File: config.mk
export PLATFORM = sky130hd
export DESIGN_NAME = dsq_unit
export DESIGN_NICKNAME = d
export VERILOG_FILES = /design/src/rtl/dsq_pkg.sv /design/src/rtl/dsq_decode.sv /design/src/rtl/dsq_agen.sv /design/src/rtl/dsq_ctrl.sv /design/src/rtl/dsq_unit.sv
export SDC_FILE = /design/constraint.sdc
export NUM_CORES = 1
export LEC_CHECK = 0
export ABC_AREA = 1
export BUFFER_PORTS_ARGS = -buffer_cell sky130_fd_sc_hd__buf_2
export CORE_ASPECT_RATIO = 0.6
export CORE_MARGIN = 5
export CORE_UTILIZATION = 50
export DETAILED_ROUTE_END_ITERATION = 8
export PLACE_DENSITY = 0.73
export SYNTH_ARGS = -nofsm -noshare
export SYNTH_HDL_FRONTEND = slang
export SYNTH_SLANG_ARGS = --single-unit
File: constraint.sdc
create_clock -name clk -period 4.1 [get_ports clk]
set_clock_uncertainty 0.15 [all_clocks]
set_input_delay 0.205 -clock clk [delete_from_list [all_inputs] [get_ports clk]]
set_output_delay 0.205 -clock clk [all_outputs]
set_load 0.1 [all_outputs]
File: src/rtl/dsq_pkg.sv
package dsq_pkg;
  localparam int unsigned DW = 32;      // data and address width
  localparam int unsigned RW = 4;       // register index width
  localparam int unsigned BEAT_BYTES = DW / 8;
  localparam logic [RW-1:0] REG_PC = RW'(15);
  localparam logic [RW-1:0] REG_SP = RW'(13);

  typedef enum logic [2:0] {
    ST_IDLE, ST_BASE, ST_BEAT0, ST_BEAT1, ST_WB, ST_FIN
  } st_e;

  typedef struct packed {
    logic [RW-1:0] rt;
    logic [RW-1:0] rt2;
    logic [RW-1:0] rn;
    logic [DW-1:0] off;
    logic          pre;
    logic          add;
    logic          wback;
    logic          foreign;
    logic          undef;
    logic          unpred;
  } dec_t;
endpackage

File: src/rtl/dsq_decode.sv
module dsq_decode
  import dsq_pkg::*;
(
  input  logic [31:0] word,
  input  logic        compact,
  output dec_t        dec
);
  logic          p_bit, u_bit, w_bit;
  logic [RW-1:0] rn, rt, rt2;
  logic          wbk, frn, und, unp;
  logic [DW-1:0] off;

  assign p_bit = word[24];
  assign u_bit = word[23];
  assign w_bit = word[21];
  assign rn    = word[19:16];
  assign rt    = word[15:12];

  function automatic logic bad_reg(input logic [RW-1:0] r);
    return (r == REG_SP) || (r == REG_PC);
  endfunction

  always_comb begin
    off = '0;
    if (compact) begin
      rt2       = word[11:8];
      off[9:0]  = {word[7:0], 2'b00};
      wbk       = w_bit;
      frn       = (word[31:25] != 7'b1110100) || !word[22] || word[20] ||
                  (!p_bit && !w_bit);
      und       = 1'b0;
      unp       = (rn == REG_PC) || bad_reg(rt) || bad_reg(rt2) ||
                  (wbk && ((rn == rt) || (rn == rt2)));
    end else begin
      rt2       = rt + RW'(1);
      off[7:0]  = {word[11:8], word[3:0]};
      wbk       = !p_bit || w_bit;
      frn       = (word[27:25] != 3'b000) || !word[22] || word[20] ||
                  (word[7:4] != 4'hF);
      und       = rt[0];
      unp       = (!p_bit && w_bit) || (rt2 == REG_PC) ||
                  (wbk && ((rn == REG_PC) || (rn == rt) || (rn == rt2)));
    end
  end

  always_comb begin
    dec         = '0;
    dec.rt      = rt;
    dec.rt2     = rt2;
    dec.rn      = rn;
    dec.off     = off;
    dec.pre     = p_bit;
    dec.add     = u_bit;
    dec.wback   = wbk;
    dec.foreign = frn;
    dec.undef   = !frn && und;
    dec.unpred  = !frn && !und && unp;
  end
endmodule

File: src/rtl/dsq_agen.sv
module dsq_agen
  import dsq_pkg::*;
(
  input  logic [DW-1:0] base,
  input  logic [DW-1:0] off,
  input  logic          pre,
  input  logic          add,
  output logic [DW-1:0] acc_addr,
  output logic [DW-1:0] nxt_addr
);
  assign nxt_addr = add ? (base + off) : (base - off);
  assign acc_addr = pre ? nxt_addr : base;
endmodule

File: src/rtl/dsq_ctrl.sv
module dsq_ctrl
  import dsq_pkg::*;
(
  input  logic          clk,
  input  logic          rst_n,
  input  logic          ins_valid,
  output logic          ins_ready,
  input  dec_t          dec_in,
  output dec_t          cur,
  output logic [RW-1:0] rd_addr,
  input  logic [DW-1:0] rd_data,
  input  logic [DW-1:0] acc_addr,
  input  logic [DW-1:0] nxt_addr,
  output logic          mem_valid,
  input  logic          mem_ready,
  output logic [DW-1:0] mem_addr,
  output logic [DW-1:0] mem_data,
  output logic          wb_en,
  output logic [RW-1:0] wb_addr,
  output logic [DW-1:0] wb_data,
  output logic          done,
  output logic          flt_undef,
  output logic          flt_unpred,
  output logic          foreign
);
  st_e           st;
  logic [DW-1:0] a0, wbv;
  logic          bad_in;

  assign bad_in = dec_in.foreign || dec_in.undef || dec_in.unpred;

  always_ff @(posedge clk or negedge rst_n) begin
    if (!rst_n) begin
      st  <= ST_IDLE;
      cur <= '0;
      a0  <= '0;
      wbv <= '0;
    end else begin
      unique case (st)
        ST_IDLE: if (ins_valid) begin
          cur <= dec_in;
          st  <= bad_in ? ST_FIN : ST_BASE;
        end
        ST_BASE: begin
          a0  <= acc_addr;
          wbv <= nxt_addr;
          st  <= ST_BEAT0;
        end
        ST_BEAT0: if (mem_ready) st <= ST_BEAT1;
        ST_BEAT1: if (mem_ready) st <= cur.wback ? ST_WB : ST_FIN;
        ST_WB:    st <= ST_FIN;
        ST_FIN:   st <= ST_IDLE;
        default:  st <= ST_IDLE;
      endcase
    end
  end

  always_comb begin
    unique case (st)
      ST_BEAT0: rd_addr = cur.rt;
      ST_BEAT1: rd_addr = cur.rt2;
      default:  rd_addr = cur.rn;
    endcase
  end

  assign ins_ready  = (st == ST_IDLE);
  assign mem_valid  = (st == ST_BEAT0) || (st == ST_BEAT1);
  assign mem_addr   = (st == ST_BEAT1) ? (a0 + DW'(BEAT_BYTES)) : a0;
  assign mem_data   = rd_data;
  assign wb_en      = (st == ST_WB);
  assign wb_addr    = cur.rn;
  assign wb_data    = wbv;
  assign done       = (st == ST_FIN);
  assign flt_undef  = done && cur.undef;
  assign flt_unpred = done && cur.unpred;
  assign foreign    = done && cur.foreign;

  p_addr_hold_r10: assert property (@(posedge clk) disable iff (!rst_n)
    mem_valid && !mem_ready |=> mem_valid && $stable(mem_addr));

  p_second_addr_r10: assert property (@(posedge clk) disable iff (!rst_n)
    mem_valid && mem_ready && (st == ST_BEAT0) |=>
      mem_valid && (mem_addr == $past(mem_addr) + DW'(BEAT_BYTES)));

  p_wb_then_done_r4: assert property (@(posedge clk) disable iff (!rst_n)
    wb_en |=> done && !wb_en);

  p_no_store_fault_r9: assert property (@(posedge clk) disable iff (!rst_n)
    mem_valid |-> !(cur.undef || cur.unpred || cur.foreign));

  p_flags_onehot_r9: assert property (@(posedge clk) disable iff (!rst_n)
    done |-> $onehot0({flt_undef, flt_unpred, foreign}));

  p_busy_ignores_r11: assert property (@(posedge clk) disable iff (!rst_n)
    ins_valid && !ins_ready |=> $stable(cur));
endmodule

File: src/rtl/dsq_unit.sv
module dsq_unit
  import dsq_pkg::*;
(
  input  logic          clk,
  input  logic          rst_n,
  input  logic          ins_valid,
  output logic          ins_ready,
  input  logic [31:0]   ins_word,
  input  logic          ins_compact,
  output logic [RW-1:0] rd_addr,
  input  logic [DW-1:0] rd_data,
  output logic          mem_valid,
  input  logic          mem_ready,
  output logic [DW-1:0] mem_addr,
  output logic [DW-1:0] mem_data,
  output logic          wb_en,
  output logic [RW-1:0] wb_addr,
  output logic [DW-1:0] wb_data,
  output logic          done,
  output logic          flt_undef,
  output logic          flt_unpred,
  output logic          foreign
);
  dec_t          dec_w, cur_w;
  logic [DW-1:0] acc_w, nxt_w;

  dsq_decode u_dec (
    .word    (ins_word),
    .compact (ins_compact),
    .dec     (dec_w)
  );

  dsq_agen u_agen (
    .base     (rd_data),
    .off      (cur_w.off),
    .pre      (cur_w.pre),
    .add      (cur_w.add),
    .acc_addr (acc_w),
    .nxt_addr (nxt_w)
  );

  dsq_ctrl u_ctrl (
    .clk        (clk),
    .rst_n      (rst_n),
    .ins_valid  (ins_valid),
    .ins_ready  (ins_ready),
    .dec_in     (dec_w),
    .cur        (cur_w),
    .rd_addr    (rd_addr),
    .rd_data    (rd_data),
    .acc_addr   (acc_w),
    .nxt_addr   (nxt_w),
    .mem_valid  (mem_valid),
    .mem_ready  (mem_ready),
    .mem_addr   (mem_addr),
    .mem_data   (mem_data),
    .wb_en      (wb_en),
    .wb_addr    (wb_addr),
    .wb_data    (wb_data),
    .done       (done),
    .flt_undef  (flt_undef),
    .flt_unpred (flt_unpred),
    .foreign    (foreign)
  );
endmodule

# Word level (Yosys, flattened, before mapping)

Cells that the tools add are included.
Widths: inputs -> output; s select.

Register bits: 95
Input bits: 69
Output and inout bits: 111
Logic and storage cells: 92

Add/subtract/negate cells: 4
Eq/ne operators: 19
Multiplexer cells: 17
Reductions and logical operators: 39

Operators with widths:

| kind                  | count |
|---|---|
| $mux 32               | 3 |
| $add 32x10->32        | 1 |
| $add 32x3->32 const B | 1 |
| $sub 32x10->32        | 1 |
| $eq 4x4->1 const B    | 6 |
| $logic_or 1x1->1      | 20 |
| $pmux 3 s5            | 1 |
| $eq 4x4->1            | 3 |
| $mux 3                | 4 |
| $logic_and 1x1->1     | 10 |
| $mux 8                | 1 |
| $pmux 4 s2            | 1 |
| $ne 7x7->1 const B    | 1 |
| $eq 3x2->1 const B    | 2 |
| $eq 3x3->1 const B    | 2 |
| $ne 2x2->1 const B    | 3 |
| $logic_not 1->1       | 5 |
| $mux 1                | 5 |
| $add 4x1->4 const B   | 1 |
| $mux 4                | 1 |
| $ne 4x4->1 const B    | 1 |
| $eq 3x1->1 const B    | 1 |
| $logic_not 3->1       | 1 |
| $reduce_and 3->1      | 1 |
| 3 further kinds       | 3 |

# Longest topological paths before layout

Gate-level depths: netlist of run 1.

Depth in word-level cells: 12
Gate-level depth with buffers: 23

# Cells and area by module

Synthesis of run 1 repeated with hierarchy kept, for this count alone.

Cells, all modules: 1552
Area, all modules: 10461.3 um2

By module, submodules not included:

| module     | instances | cells an instance | area each (um2) |
|---|---|---|---|
| dsq_ctrl   | 1         | 653               | 5916.9 |
| dsq_agen   | 1         | 728               | 3692.3 |
| dsq_decode | 1         | 171               | 852.1 |

# Least setup slack after synthesis of run 1

Ideal clock, no wire load.

Path type: reg2out
From: register u_ctrl.st[2]
To: output port flt_undef
Arrival time: 4.337 ns
Data required time: 3.745 ns
Path slack: -0.592 ns
Stages on the path, launching flop included: 6
Cell sequence: dfrtp_1 > buf_2 > inv_1 > nor3_1 > inv_1 > nor2_1

Longest elaborated chain between the ends: 2

RTL lines:

| element                | line           | text |
|---|---|---|
| start, declared        | dsq_ctrl.sv:26 | `st_e st;` |
| start signal, assigned | dsq_ctrl.sv:42 | `st <= bad_in ? ST_FIN : ST_BASE;` |
| start signal, assigned | dsq_ctrl.sv:50 | `ST_BEAT1: if (mem_ready) st <= cur.wback ? ST_WB : ST_FIN;` |
| $eq 3x3->1             | dsq_ctrl.sv:73 | `assign done = (st == ST_FIN);` |
| net done               | dsq_unit.sv:19 | `output logic done,` |
| $logic_and 1x1->1      | dsq_ctrl.sv:74 | `assign flt_undef = done && cur.undef;` |
| end, declared          | dsq_unit.sv:20 | `output logic flt_undef,` |

The timed path passes the listed nets, and every way through them passes these cells.

# Final worst setup path of run 1

From: register u_ctrl.cur[6] in the netlist's numbering
To: register u_ctrl.a0[9]

Longest elaborated chain between the ends: 3
Elaborated cells on any way between the ends: 4
Classes of those cells: add/sub: 2; mux: 2

RTL lines:

| element                                                 | line           | text |
|---|---|---|
| start, declared                                         | dsq_ctrl.sv:9  | `output dec_t cur,` |
| start signal, assigned                                  | dsq_ctrl.sv:41 | `cur <= dec_in;` |
| $sub 32x10->32 / $add 32x10->32 (equally long branches) | dsq_agen.sv:11 | `assign nxt_addr = add ? (base + off) : (base - off);` |
| $mux 32 *                                               | dsq_agen.sv:11 |  |
| $mux 32 *                                               | dsq_agen.sv:12 | `assign acc_addr = pre ? nxt_addr : base;` |
| end signal, assigned                                    | dsq_ctrl.sv:45 | `a0 <= acc_addr;` |
| end, declared                                           | dsq_ctrl.sv:27 | `logic [DW-1:0] a0, wbv;` |

Mark *: on every way between the ends. The rest lies on a longest branch, timed or not.
A chain may end at the register's enable or synchronous reset.

==> flow_metrics.py, run 1 <==
metrics = {
    "run_status": {
        "outcome": "complete, no violations",
    },
    "grt": {
        "grt_pass1_vias": 7357,
        "overflow": 0,
        "grt_max_degree": 71,
        "gr-usage-all-layers": 0.288,
        "grt_pass1_wl_um": 42200,
        "grt_antenna_before_repair": 0,
    },
    "logic_synthesis": {
        "synth_seq_cells": 95,
        "synth.net_count": 1335,
        "synth_seq_area_share": 0.297,
        "yosys_warnings": 0,
        "synthDistinctLibCells": 41,
        "synth_ff_type": "dfrtp_1",
        "synth_edf_count": 0,
        "synth_area_um2": 8000,
        "synthArstFlopShare": 1.00,
        "postSynthCellCount": 1228,
        "avgSynthCellArea_um2": 6.51,
    },
    "setup_path": {
        "critPathMaxFanout": 5,
        "r2r_slack_ns": 0.62,
        "end_kind": "register",
        "required_ns": 4.18,
        "crit_type": "register to register",
        "worstSetupStartpointType": "register",
        "cp_data_arrival_time_ns": 3.56,
    },
    "floorplanning": {
        "initial_core_util": 0.516,
        "die_h_um": 108,
        "dieArea_um2": 18700,
        "rows": 35,
        "io-pin-count": 180,
        "core_area_um2": 15500,
        "die_w_um": 173,
    },
    "clocking": {
        "clk_pin_slew_ns": 0.07,
        "cts_sinks": 95,
        "cts_buffers": 9,
        "clock_latency_ns": 0.35,
        "cts_resized": 0,
        "cts.htree.levels": 3,
        "tritoncts": "yes",
        "cts-root-buf": "clkbuf_16",
        "clk_path_buf_depth": 2,
    },
    "sta": {
        "fin_crit_ns": 3.48,
        "hold_viol": 0,
        "rsz0062_at_grt": "false",
        "relSlewSlack": 0.400,
        "slew_violations": 0,
        "setup_viol": 0,
        "finalCritPeriodShare": 0.850,
        "fmax_ghz": 0.287,
        "tns_ns": 0,
        "worst_slew_pin_slew_ns": 0.900,
    },
    "placed_design": {
        "place.detailed.hpwl_um": 22600,
        "numPortBuffers": 179,
        "gp_congestion": 1.12,
        "placed_cell_area_um2": 8800,
    },
    "final_layout": {
        "syn_to_final_growth_pct": 14.4,
        "final_util": 0.590,
        "final_cell_mix": "390 x nand2_1, 178 x buf_2, 154 x inv_1",
        "fin_area_um2": 9140,
        "drive_gt1_frac": 0.160,
        "diodes": 0,
        "final_common_cell": "nand2_1",
        "final_nets": 1468,
    },
    "route": {
        "postRouteAntennaNets": 0,
        "num_vias": 8476,
        "wl_per_cell_um": 17.5,
        "drt_iter0_markers": 1022,
        "drc_errors": 0,
        "drt_wl_total_um": 27400,
        "dr.pass1.iters": 6,
        "vias_per_cell": 5.40,
    },
    "flow_run": {
        "cap_violations": 0,
    },
    "min_path": {
        "min-delay-path-class": "input port to register",
    },
}
[layer usage]
metal	vias to the layer above	global-route usage	part of all wire
met3	28	0.118	0.15
met4	0	0.0467	0.013
li1	4139	-	-
met2	465	0.351	0.36
met5	-	0	0
met1	3844	0.462	0.48
[sequential cells by signal, indices dropped and copies added, names as in the netlist]
signal          flops
u_ctrl.a0          32
u_ctrl.cur         24
u_ctrl.wb_addr      4
u_ctrl.wb_data     32
u_ctrl.st           3
[final timing paths]
check | from | to | depth (start not counted)
max | u_ctrl.cur[6] | u_ctrl.a0[9] | 17
min | ins_word[7] | u_ctrl.cur[15] | 3
max reg2reg | u_ctrl.cur[6] | u_ctrl.a0[9] | 17
min reg2reg | u_ctrl.wb_data[29] | u_ctrl.wb_data[29] | 2
max in group asynchronous | rst_n | u_ctrl.cur[0] | 3
min in group asynchronous | rst_n | u_ctrl.wb_addr[0] | 2
[cells by family (layout without fill, tap and decap cells)]
family,count (synthesis),count (layout),share of synthesized area
compound gates,171,171,0.119
flops,95,95,0.297
xor+xnor,53,53,0.0581
simple gates,645,645,0.341
fa+ha+maj,38,38,0.0604
buf+inv,226,364,0.125
[timing repair]
action	4_1_cts	5_1_grt
hold endpoints to repair	76	0
hold buffers	6	0
buffers inserted	0	0
[metrics by stage]
| step | instances | worst slack [ns] | hold slack [ns] |
|---|---|---|---|
| after floorplan | 1228 | 0.386 | -0.241 |
| after global placement | 1547 | 0.811 | 0.229 |
| after detailed placement | 1547 | 0.726 | 0.229 |
| after CTS | 1569 | 0.713 | 0.00526 |
| after global routing | 1569 | 0.275 | 0.0235 |
| final | 1569 | 0.617 | 0.0182 |
[critical path: stages, from the launching register on]
cell and delay [ns]:
dfrtp_1 0.40, inv_1 0.10, ha_1 0.17, nand2_1 0.08
nor3_1 0.17, inv_1 0.08, nor2_1 0.25, a21oi_1 0.13
xor2_1 0.17, ha_1 0.35, nand2_1 0.18, inv_1 0.06
a21oi_1 0.20, nand3_1 0.23, xnor2_1 0.40, nand2_1 0.10
nand2_1 0.08, o21ai_0 0.08
[Yosys cell counts (2+ instances only)]
cell type  instances  area share
a21o_1             2      0.0019
a21oi_1           46       0.029
and2_1             2      0.0016
buf_1              5      0.0023
buf_2              2      0.0013
buf_4             38       0.036
clkbuf_1          25       0.012
dfrtp_1           95        0.30
ha_1              37       0.058
inv_1            154       0.072
nand2_1          390        0.18
nand3_1           75       0.047
nand3_2            2      0.0025
nand4_1           11      0.0086
nor2_1           117       0.055
nor3_1            30       0.019
nor3_2             2      0.0025
nor4_1             4      0.0031
nor4_4             2      0.0053
o211ai_1          16       0.015
o21a_1            12       0.011
o21ai_0           85       0.053
o21bai_1           3      0.0028
o22ai_1            4      0.0031
or2_2              2      0.0016
xnor2_1           17       0.019
xor2_1            36       0.039
[final cells by class]
type | count | area [um^2]
clock buffer | 10 | 229
clock inverter | 6 | 51.3
fill | 1485 | 6360
inverter | 156 | 588
multi-input combinational | 907 | 4630
sequential | 95 | 2380
tap | 203 | 254
timing repair buffer | 192 | 1010
Power of run 1 is left out: the tool's default activity adds up to more than one toggle a clock period on the data nets, which glitch-free logic cannot reach.
==> run 2: changes to the inputs <==
clock period = 3.48 ns   (was 4.1 ns; I/O delays follow)
==> flow_metrics.py, run 2 (synthesized netlist as in run 1, its figures left out) <==
metrics = {
    "route": {
        "num_vias": 8649,
        "wl_per_cell_um": 17.6,
        "dr.pass1.iters": 5,
        "drc_errors": 0,
        "drt_wl_total_um": 27900,
        "vias_per_cell": 5.46,
        "drt_iter0_markers": 973,
        "postRouteAntennaNets": 0,
    },
    "clocking": {
        "cts.htree.levels": 3,
        "cts_buffers": 9,
        "clock_latency_ns": 0.35,
        "clk_path_buf_depth": 2,
        "cts-root-buf": "clkbuf_16",
        "clk_pin_slew_ns": 0.08,
        "cts_sinks": 95,
        "tritoncts": "yes",
    },
    "final_layout": {
        "syn_to_final_growth_pct": 17.0,
        "final_nets": 1484,
        "final_cell_mix": "382 x nand2_1, 178 x buf_2, 151 x inv_1",
        "nFillCells": 1506,
        "multiInputGateArea_um2": 4710,
        "diodes": 0,
        "final_common_cell": "nand2_1",
        "register_area_um2": 2380,
        "drive_gt1_frac": 0.182,
    },
    "sta": {
        "fmax_ghz": 0.308,
        "slew_violations": 0,
        "hold_ws_ns": 0.00800,
        "worst_slew_pin_slew_ns": 0.740,
        "relSlewSlack": 0.507,
        "hold_viol": 0,
        "fin_crit_ns": 3.25,
        "setup_viol": 0,
        "finalCritPeriodShare": 0.934,
    },
    "floorplanning": {
        "core_area_um2": 15500,
        "rows": 35,
        "dieArea_um2": 18700,
        "die_w_um": 173,
        "die_h_um": 108,
        "io-pin-count": 180,
        "initial_core_util": 0.516,
    },
    "setup_path": {
        "worstReg2RegStart": "u_ctrl.cur[6]",
        "critPathMaxFanout": 5,
        "crit_type": "register to register",
        "worstSetupStartpointType": "register",
        "crit_top_cell": "nand2_1",
        "end_kind": "register",
        "slowest_delay_ns": 0.42,
        "critical_path.cell_chain": "inv_2 -> ha_1 -> nand2_1 -> nor3_2 -> inv_1 -> nor2_4 -> a21oi_1 -> ha_1 -> nand2_1 -> nor2_1 -> inv_1 -> nor2_1 -> nand4_1 -> nand4_1 -> nand3_1 -> nand2_1 -> o21ai_0",
        "crit_slowest_cell": "ha_1",
        "cp_data_arrival_time_ns": 3.30,
        "required_ns": 3.53,
        "r2r_slack_ns": 0.23,
        "rr_endpoint": "u_ctrl.a0[20]",
        "worst_r2r_path_depth": 17,
    },
    "placed_design": {
        "gp_congestion": 1.03,
        "place.detailed.hpwl_um": 22700,
        "numPortBuffers": 179,
    },
    "grt": {
        "grt_pass1_vias": 7350,
        "grt_max_degree": 57,
        "grt_antenna_before_repair": 0,
        "gr-usage-all-layers": 0.290,
        "overflow": 0,
        "grt_pass1_wl_um": 42400,
    },
    "flow_run": {
        "cap_violations": 0,
    },
    "min_path": {
        "min-delay-start": "rd_data[12]",
        "min-delay-path-class": "input port to register",
        "hold_path_depth": 3,
        "min_to": "u_ctrl.a0[12]",
    },
    "run_status": {
        "outcome": "complete, no violations",
    },
}
==> run 2: cell types whose count changed in the layout (fill, tap and decap cells not counted), sizes merged <==
cell | before | now
buf | 186 | 196
clkinvlp | 3 | 2
dlygate4sd3 | 6 | 12
clkinv | 0 | 2
inv | 159 | 158
==> run 2: how the worst max path moves through the flow <==
stage | end | depth (start not counted) | start
2_1_floorplan | flt_undef | 5 | u_ctrl.st[2]
3_3_place_gp | u_ctrl.a0[9] | 17 | u_ctrl.cur[6]
3_5_place_dp | u_ctrl.a0[9] | 17 | u_ctrl.cur[6]
4_1_cts | u_ctrl.a0[9] | 17 | u_ctrl.cur[6]
5_1_grt | u_ctrl.a0[9] | 17 | u_ctrl.cur[6]
6_report | u_ctrl.a0[20] | 17 | u_ctrl.cur[6]
==> run 2: worst max-delay path: cells and delay by family, from the launching register on <==
family | cells | cell delay, ns
buffers and inverters | 3 | 0.28
adder cells (fa/ha/maj) | 2 | 0.59
flip-flops | 1 | 0.40
AND/OR/NAND/NOR | 10 | 1.42
AO/OA/AOI/OAI | 2 | 0.27
==> run 2: stage by stage <==
step	setup WS (ns)	util	cells	instance area [um^2]	setup TNS, ns
after floorplan	-0.203	-	1228	8000	-0.753
after global placement	0.121	0.572	1555	8860	0
after detailed placement	0.0598	0.572	1555	8860	0
after CTS	0.0435	0.598	1583	9270	0
after global routing	-0.0251	0.603	1585	9350	-0.0939
final	0.229	0.603	1585	9350	0
==> run 2: timing repair <==
item,CTS,global route
gates resized for setup,0,26
setup buffers,0,2
setup endpoints to repair,0,42
hold buffers,12,0
hold endpoints to repair,65,0
==> run 2: final cells by class <==
type,instances,area share
Clock inverter,6,0.00562
Sequential cell,95,0.254
Timing Repair Buffer,208,0.123
Tap cell,203,0.0272
Inverter,156,0.0629
Multi-Input combinational cell,907,0.503
Clock buffer,10,0.0245
==> run 2: routing by layer <==
metal / vias to the layer above / global-route usage / wire (um)
met3: 23 / 0.109 / 4050
met1: 3981 / 0.468 / 13200
li1: 4197 / - / -
met5: - / 0 / 0
met4: 0 / 0.0381 / 250
met2: 448 / 0.363 / 10500
Power of run 2 is left out for the same reason.
